[config.mk]
export PLATFORM = sky130hd
export DESIGN_NAME = pwmbrm_dac
export DESIGN_NICKNAME = d
export VERILOG_FILES = /design/src/rtl/pwmbrm_pkg.sv /design/src/rtl/pwmbrm_timebase.sv /design/src/rtl/pwmbrm_lane.sv /design/src/rtl/pwmbrm_dac.sv
export SDC_FILE = /design/constraint.sdc
export NUM_CORES = 1
export LEC_CHECK = 0
export BUFFER_PORTS_ARGS = -buffer_cell sky130_fd_sc_hd__clkbuf_2
export CORE_UTILIZATION = 59
export DETAILED_ROUTE_END_ITERATION = 10
export PLACE_DENSITY = 0.78
export RECOVER_POWER = 100
export REMOVE_ABC_BUFFERS = 1
export SKIP_LAST_GASP = 1
export SYNTH_ARGS = -nofsm -noshare
export SYNTH_HDL_FRONTEND = slang
export SYNTH_HIERARCHICAL = 1
export SYNTH_SLANG_ARGS = --single-unit
[constraint.sdc]
create_clock -name clk -period 3.05 [get_ports clk]
set_clock_uncertainty 0.2 [all_clocks]
set_input_delay 0.1525 -clock clk [delete_from_list [all_inputs] [get_ports clk]]
set_output_delay 0.1525 -clock clk [all_outputs]
set_load 0.03 [all_outputs]
[src/rtl/pwmbrm_pkg.sv]
package pwmbrm_pkg;

    localparam int PWM_W  = 8;
    localparam int BRM_W  = 4;
    localparam int NUM_CH = 2;
    localparam int FRAME_LEN = 1 << PWM_W;
    localparam int RUN_LEN   = 1 << BRM_W;

    typedef logic [PWM_W-1:0] pwm_t;
    typedef logic [BRM_W-1:0] brm_t;
    typedef logic [PWM_W:0]   duty_t;

    typedef struct packed {
        pwm_t pwm;
        brm_t brm;
    } setting_t;

    typedef struct packed {
        pwm_t pos;
        brm_t seq;
        logic last;
    } tbase_t;

    // Frame number is seq+1 (1..RUN_LEN, where RUN_LEN wraps to zero).
    // A frame whose number has k trailing zeros belongs to fine bit
    // BRM_W-1-k. The number zero (the final frame) belongs to no bit.
    function automatic logic frame_extended(brm_t seq, brm_t val);
        brm_t num;
        logic found;
        int   tz;
        logic hit;
        num   = seq + brm_t'(1);
        found = 1'b0;
        tz    = 0;
        hit   = 1'b0;
        for (int k = 0; k < BRM_W; k++) begin
            if (!found && num[k]) begin
                found = 1'b1;
                tz    = k;
            end
        end
        if (found) hit = val[BRM_W-1-tz];
        return hit;
    endfunction

endpackage

[src/rtl/pwmbrm_timebase.sv]
module pwmbrm_timebase
    import pwmbrm_pkg::*;
(
    input  logic   clk,
    input  logic   rst,
    output tbase_t tb
);

    pwm_t pos_q;
    brm_t seq_q;

    always_ff @(posedge clk) begin
        if (rst) begin
            pos_q <= '0;
            seq_q <= '0;
        end else begin
            pos_q <= pos_q + pwm_t'(1);
            if (pos_q == '1) seq_q <= seq_q + brm_t'(1);
        end
    end

    always_comb begin
        tb.pos  = pos_q;
        tb.seq  = seq_q;
        tb.last = (pos_q == '1) && (seq_q == '1);
    end


    frame_wrap_chk: assert property (@(posedge clk) disable iff (rst)
        (pos_q == '1) |=> (pos_q == '0 && seq_q == brm_t'($past(seq_q) + brm_t'(1))));


    seq_hold_chk: assert property (@(posedge clk) disable iff (rst)
        (pos_q != '1) |=> $stable(seq_q));

endmodule

[src/rtl/pwmbrm_lane.sv]
module pwmbrm_lane
    import pwmbrm_pkg::*;
(
    input  logic   clk,
    input  logic   rst,
    input  tbase_t tb,
    input  logic   pwm_wr,
    input  pwm_t   pwm_wdata,
    input  logic   brm_wr,
    input  brm_t   brm_wdata,
    output logic   dac_o
);

    setting_t pend_q, pend_nx, act_q;
    logic     extra;
    duty_t    duty;
    logic     dac_q;

    always_comb begin
        pend_nx = pend_q;
        if (pwm_wr) pend_nx.pwm = pwm_wdata;
        if (brm_wr) pend_nx.brm = brm_wdata;
    end

    always_comb begin
        extra = frame_extended(tb.seq, act_q.brm);
        duty  = {1'b0, act_q.pwm} + duty_t'(extra);
    end

    always_ff @(posedge clk) begin
        if (rst) begin
            pend_q <= '0;
            act_q  <= '0;
            dac_q  <= 1'b0;
        end else begin
            pend_q <= pend_nx;
            if (tb.last) act_q <= pend_nx;
            dac_q <= ({1'b0, tb.pos} < duty);
        end
    end

    assign dac_o = dac_q;


    act_hold_chk: assert property (@(posedge clk) disable iff (rst)
        !tb.last |=> $stable(act_q));


    edge_write_chk: assert property (@(posedge clk) disable iff (rst)
        (tb.last && pwm_wr) |=> (act_q.pwm == $past(pwm_wdata)));


    last_frame_chk: assert property (@(posedge clk) disable iff (rst)
        (tb.seq == '1) |-> !extra);


    no_fine_chk: assert property (@(posedge clk) disable iff (rst)
        (act_q.brm == '0) |-> !extra);


    full_on_chk: assert property (@(posedge clk) disable iff (rst)
        (act_q.pwm == '1 && extra) |=> dac_o);


    idle_low_chk: assert property (@(posedge clk) disable iff (rst)
        (act_q == '0) |=> !dac_o);

endmodule

[src/rtl/pwmbrm_dac.sv]
module pwmbrm_dac
    import pwmbrm_pkg::*;
#(
    parameter int CH = NUM_CH
)(
    input  logic             clk,
    input  logic             rst,
    input  logic [CH-1:0]    pwm_wr,
    input  logic [PWM_W-1:0] pwm_wdata,
    input  logic [CH-1:0]    brm_wr,
    input  logic [BRM_W-1:0] brm_wdata,
    output logic [CH-1:0]    dac_out
);

    tbase_t tb;

    pwmbrm_timebase i_timebase (
        .clk (clk),
        .rst (rst),
        .tb  (tb)
    );

    for (genvar c = 0; c < CH; c++) begin : g_lane
        pwmbrm_lane i_lane (
            .clk       (clk),
            .rst       (rst),
            .tb        (tb),
            .pwm_wr    (pwm_wr[c]),
            .pwm_wdata (pwm_wdata),
            .brm_wr    (brm_wr[c]),
            .brm_wdata (brm_wdata),
            .dac_o     (dac_out[c])
        );
    end


    reset_low_chk: assert property (@(posedge clk)
        $past(rst) |-> (dac_out == '0));

endmodule

==> flow_summary_export.csv <==
group,metric,value,unit
run_status,status,"complete, but fails checks",
run_status,violations,"max-capacitance violations, max-slew violations",
global_route,antenna_found_initial,0,
clocking,htreeDepth,3,
worst_setup_path,reg2reg_slack,330,ps
power,pwr-share-seq,52.9,%
worst_setup_path,rr_startpoint,"i_timebase/seq_q[2]$_SDFFE_PP0N_",
sta,slew_headroom,-14.5,%
floorplanning,die_y,71.3,um
finish,syn_to_final_growth,13.3,%
drt,wirelength,5550,um
synthesis,ys_seq_area_share,43.8,%
clocking,cts_tree,"yes",
power,p_sw,0.378,mW
drt,wire_per_inst,14.5,um
finish,final_common_cell,"dfxtp_1",
placed_design,hpwl,3740,um
floorplanning,rows,24,
global_route,grt_max_degree,49,
worst_hold_path,whs_endpoint,"g_lane[1].i_lane/pend_q[1]$_SDFF_PP0_",
synthesis,synth_top_area_share,43.8,%
worst_setup_path,crit_chain,"nand2_1 -> o221ai_1 -> o211ai_1 -> o21ai_0 -> ha_1 -> ha_1 -> nand3_1 -> xor2_1 -> ha_1 -> a21oi_1 -> o21a_1 -> o21ai_0 -> a31oi_1",
worst_setup_path,path_class,"flip-flop to flip-flop",
worst_hold_path,whs_path_depth,3,
synthesis,async_flop_share,0,%
worst_setup_path,path_delay_family,"compound AO/OA/AOI/OAI gates",
synthesis,syn_avg_cell_area,9.51,sq um
worst_setup_path,rr_endpoint,"g_lane[0].i_lane/dac_o$_SDFF_PP0_",
sta,rsz0062_at_grt,"false",
finish,most-common-layout-cells,"dfxtp_1 (61), nor2_1 (51), mux2i_1 (24), a211oi_1 (24), ha_1 (20)",
sta,final_max_slew_viol_count,43,
power,power_density,497,nW/um^2
sta,post-route-min-period,2720,ps
drt,dr.pass1.iters,4,
global_route,grt_pass1_vias,2130,
power,p_clk_share,40.1,%
power,power_leakage,1.26,nW
sta,worst_pin_slew,1720,ps
sta,fin_setup_tns,0,ps
worst_setup_path,crit_slowest_cell,"dfxtp_2",
job,drv_cap,1,
clocking,clockRootBuffer,"clkbuf_8",
power,intPower,1.22,mW
drt,drt_iter0_markers,102,
placed_design,gp_congestion,0.858,
floorplanning,pin_count,20,
finish,nets,366,
sta,period_share,89.3,%
finish,fill_cells,347,
global_route,grt_use_met3,5.06,%
worst_setup_path,critPathMaxStageDelay,390,ps
drt,vias_per_cell,5.84,
worst_setup_path,cp.required,3120,ps
worst_setup_path,worstPathArrival,2790,ps
clocking,path_clk_slew,70,ps
worst_setup_path,rr_worst_depth,13,
finish,final_util,71.8,%
sta,finalHoldViolCount,0,
global_route,overflow,0,
clocking,insertion_delay,340,ps
clocking,clk_path_buf_depth,2,
global_route,busiest_layer,"met2",
synthesis,synthCells,298,
global_route,grt_util_met2,38.7,%
power,p_sw_share,23.7,%
worst_setup_path,crit_path_start_kind,"flip-flop",
placed_design,port_buffers,19,
worst_setup_path,critPathBufInv,0,
clocking,cts_buffers,9,
floorplanning,dieArea,5080,sq um
global_route,grtUsageMet1,31.3,%
floorplanning,die-width,71.3,um
global_route,track_usage,24.6,%
floorplanning,initial_core_util,63.3,%
worst_setup_path,crit_fanout,8,
worst_setup_path,worstSetupEndpointType,"flip-flop",
power,ir_worst_vdd,0.438,mV
synthesis,yosys_warnings,6,
finish,drive_gt1_share,8.13,%
synthesis,synth_area_leaders,"dfxtp_1 (44%), ha_1 (8.8%), mux2i_1 (8.5%)",
synthesis,netlist-cell-type-count,32,
synthesis,synth_largest_area_cell,"dfxtp_1",
synthesis,synth_top_flop_cell,"dfxtp_1",
power,combinationalPowerShare,7.0,%
worst_hold_path,holdCritStartpoint,"brm_wr[1]",
drt,dr_total_vias,2241,
synthesis,synthesis.area,2830,sq um
drt,drtAntennaViolNets,0,
clocking,clock-sinks,62,
sta,fmax,0.367,GHz
sta,setup_viol,0,
synthesis,synth_edf_count,0,
drt,drc_errors,0,
worst_hold_path,min_path_type,"input pin to flip-flop",
floorplanning,core-area,4470,sq um
finish,antenna-diode-count,0,
global_route,grt_pass1_wl,9630,um
synthesis,ys_ff_latch,62,
worst_setup_path,crit_top_cell,"ha_1",
==> metrics by stage <==
step / std cells / area [sq um] / worst slack [ps] / hold slack, ps / total power, mW
2_1_floorplan: 282 / 2750 / -1940 / 19.2 / 0.916
3_3_place_gp: 356 / 2940 / 447 / 238 / 0.959
3_5_place_dp: 356 / 2940 / 283 / 239 / 0.962
4_1_cts: 384 / 3240 / 260 / 2.93 / 1.61
5_1_grt: 384 / 3210 / 75.7 / 37.7 / 1.66
6_report: 384 / 3210 / 325 / 8.11 / 1.60
==> cell type report <==
cell class	count	area, sq um	share of cell area [%]
multi-input cells	213	1480	46.2
flip-flops and latches	62	1240	38.7
repair buffers	35	219	6.82
clock buffers	12	155	4.83
well taps	52	65.1	2.03
inverters	7	26.3	0.818
clock inverters	3	20.0	0.624
==> per-layer routing <==
| metal | vias to the layer above | wire (um) |
|---|---|---|
| li1 | 1126 | - |
| met1 | 1057 | 2660 |
| met2 | 43 | 2580 |
| met3 | 15 | 185 |
| met4 | 0 | 126 |
| met5 | - | 0 |
==> power groups by stage <==
stage                     combinational, mW  clock, mW  sequential, mW
after floorplan                      0.0514          0           0.865
after global placement               0.0977          0           0.861
after detailed placement             0.0998          0           0.862
after CTS                             0.113      0.651           0.844
after global routing                  0.125      0.691           0.846
final                                 0.112      0.640           0.844
==> worst max-delay path by stage <==
stage	start	endpoint	cells past startpoint
floorplan	i_timebase/pos_q[1]$_SDFF_PP0_	g_lane[0].i_lane/act_q[0]$_SDFFE_PP0P_	5
global placement	i_timebase/seq_q[2]$_SDFFE_PP0N_	g_lane[0].i_lane/dac_o$_SDFF_PP0_	13
detailed placement	i_timebase/seq_q[2]$_SDFFE_PP0N_	g_lane[0].i_lane/dac_o$_SDFF_PP0_	13
CTS	i_timebase/seq_q[2]$_SDFFE_PP0N_	g_lane[0].i_lane/dac_o$_SDFF_PP0_	13
global route	i_timebase/seq_q[2]$_SDFFE_PP0N_	g_lane[0].i_lane/dac_o$_SDFF_PP0_	13
finish	i_timebase/seq_q[2]$_SDFFE_PP0N_	g_lane[0].i_lane/dac_o$_SDFF_PP0_	13
==> cell usage after synthesis, drive strengths merged (5+ instances only) <==
cell type  instances
a21oi             11
ha                20
o21ai              8
nor2              51
a211oi            24
xor2               9
mux2i             24
clkbuf            10
inv                7
dfxtp             62
nand2              8
buf                6
nand3             12
nand4              5
xnor2              6
==> registers in the layout (all words and copies together) (netlist names) <==
signal,count
i_timebase/pos_q,8
g_lane.i_lane/act_q,24
i_timebase/seq_q,4
g_lane.i_lane/dac_o,2
g_lane.i_lane/pend_q,24
==> tightest hold or removal path, cell delays in order <==
cell and delay [ps]:
clkbuf_2 160, mux2i_1 110, nor2_1 80
==> cell families after synthesis <==
logic type | synth area share (%)
adder cells (fa/ha/maj) | 8.83
multiplexers | 8.48
XOR/XNOR | 4.64
AO/OA/AOI/OAI | 14.1
AND/OR/NAND/NOR | 16.3
buffers and inverters | 3.84
flip-flops | 43.8
==> repair_timing <==
| action | CTS | global route |
|---|---|---|
| resized for setup | 0 | 1 |
| setup buffers | 0 | 0 |
| endpoints found under the hold margin | 24 | 0 |
| hold buffers | 13 | 0 |
| endpoints found under the setup margin | 0 | 1 |
(Power assumes the default switching activity.)
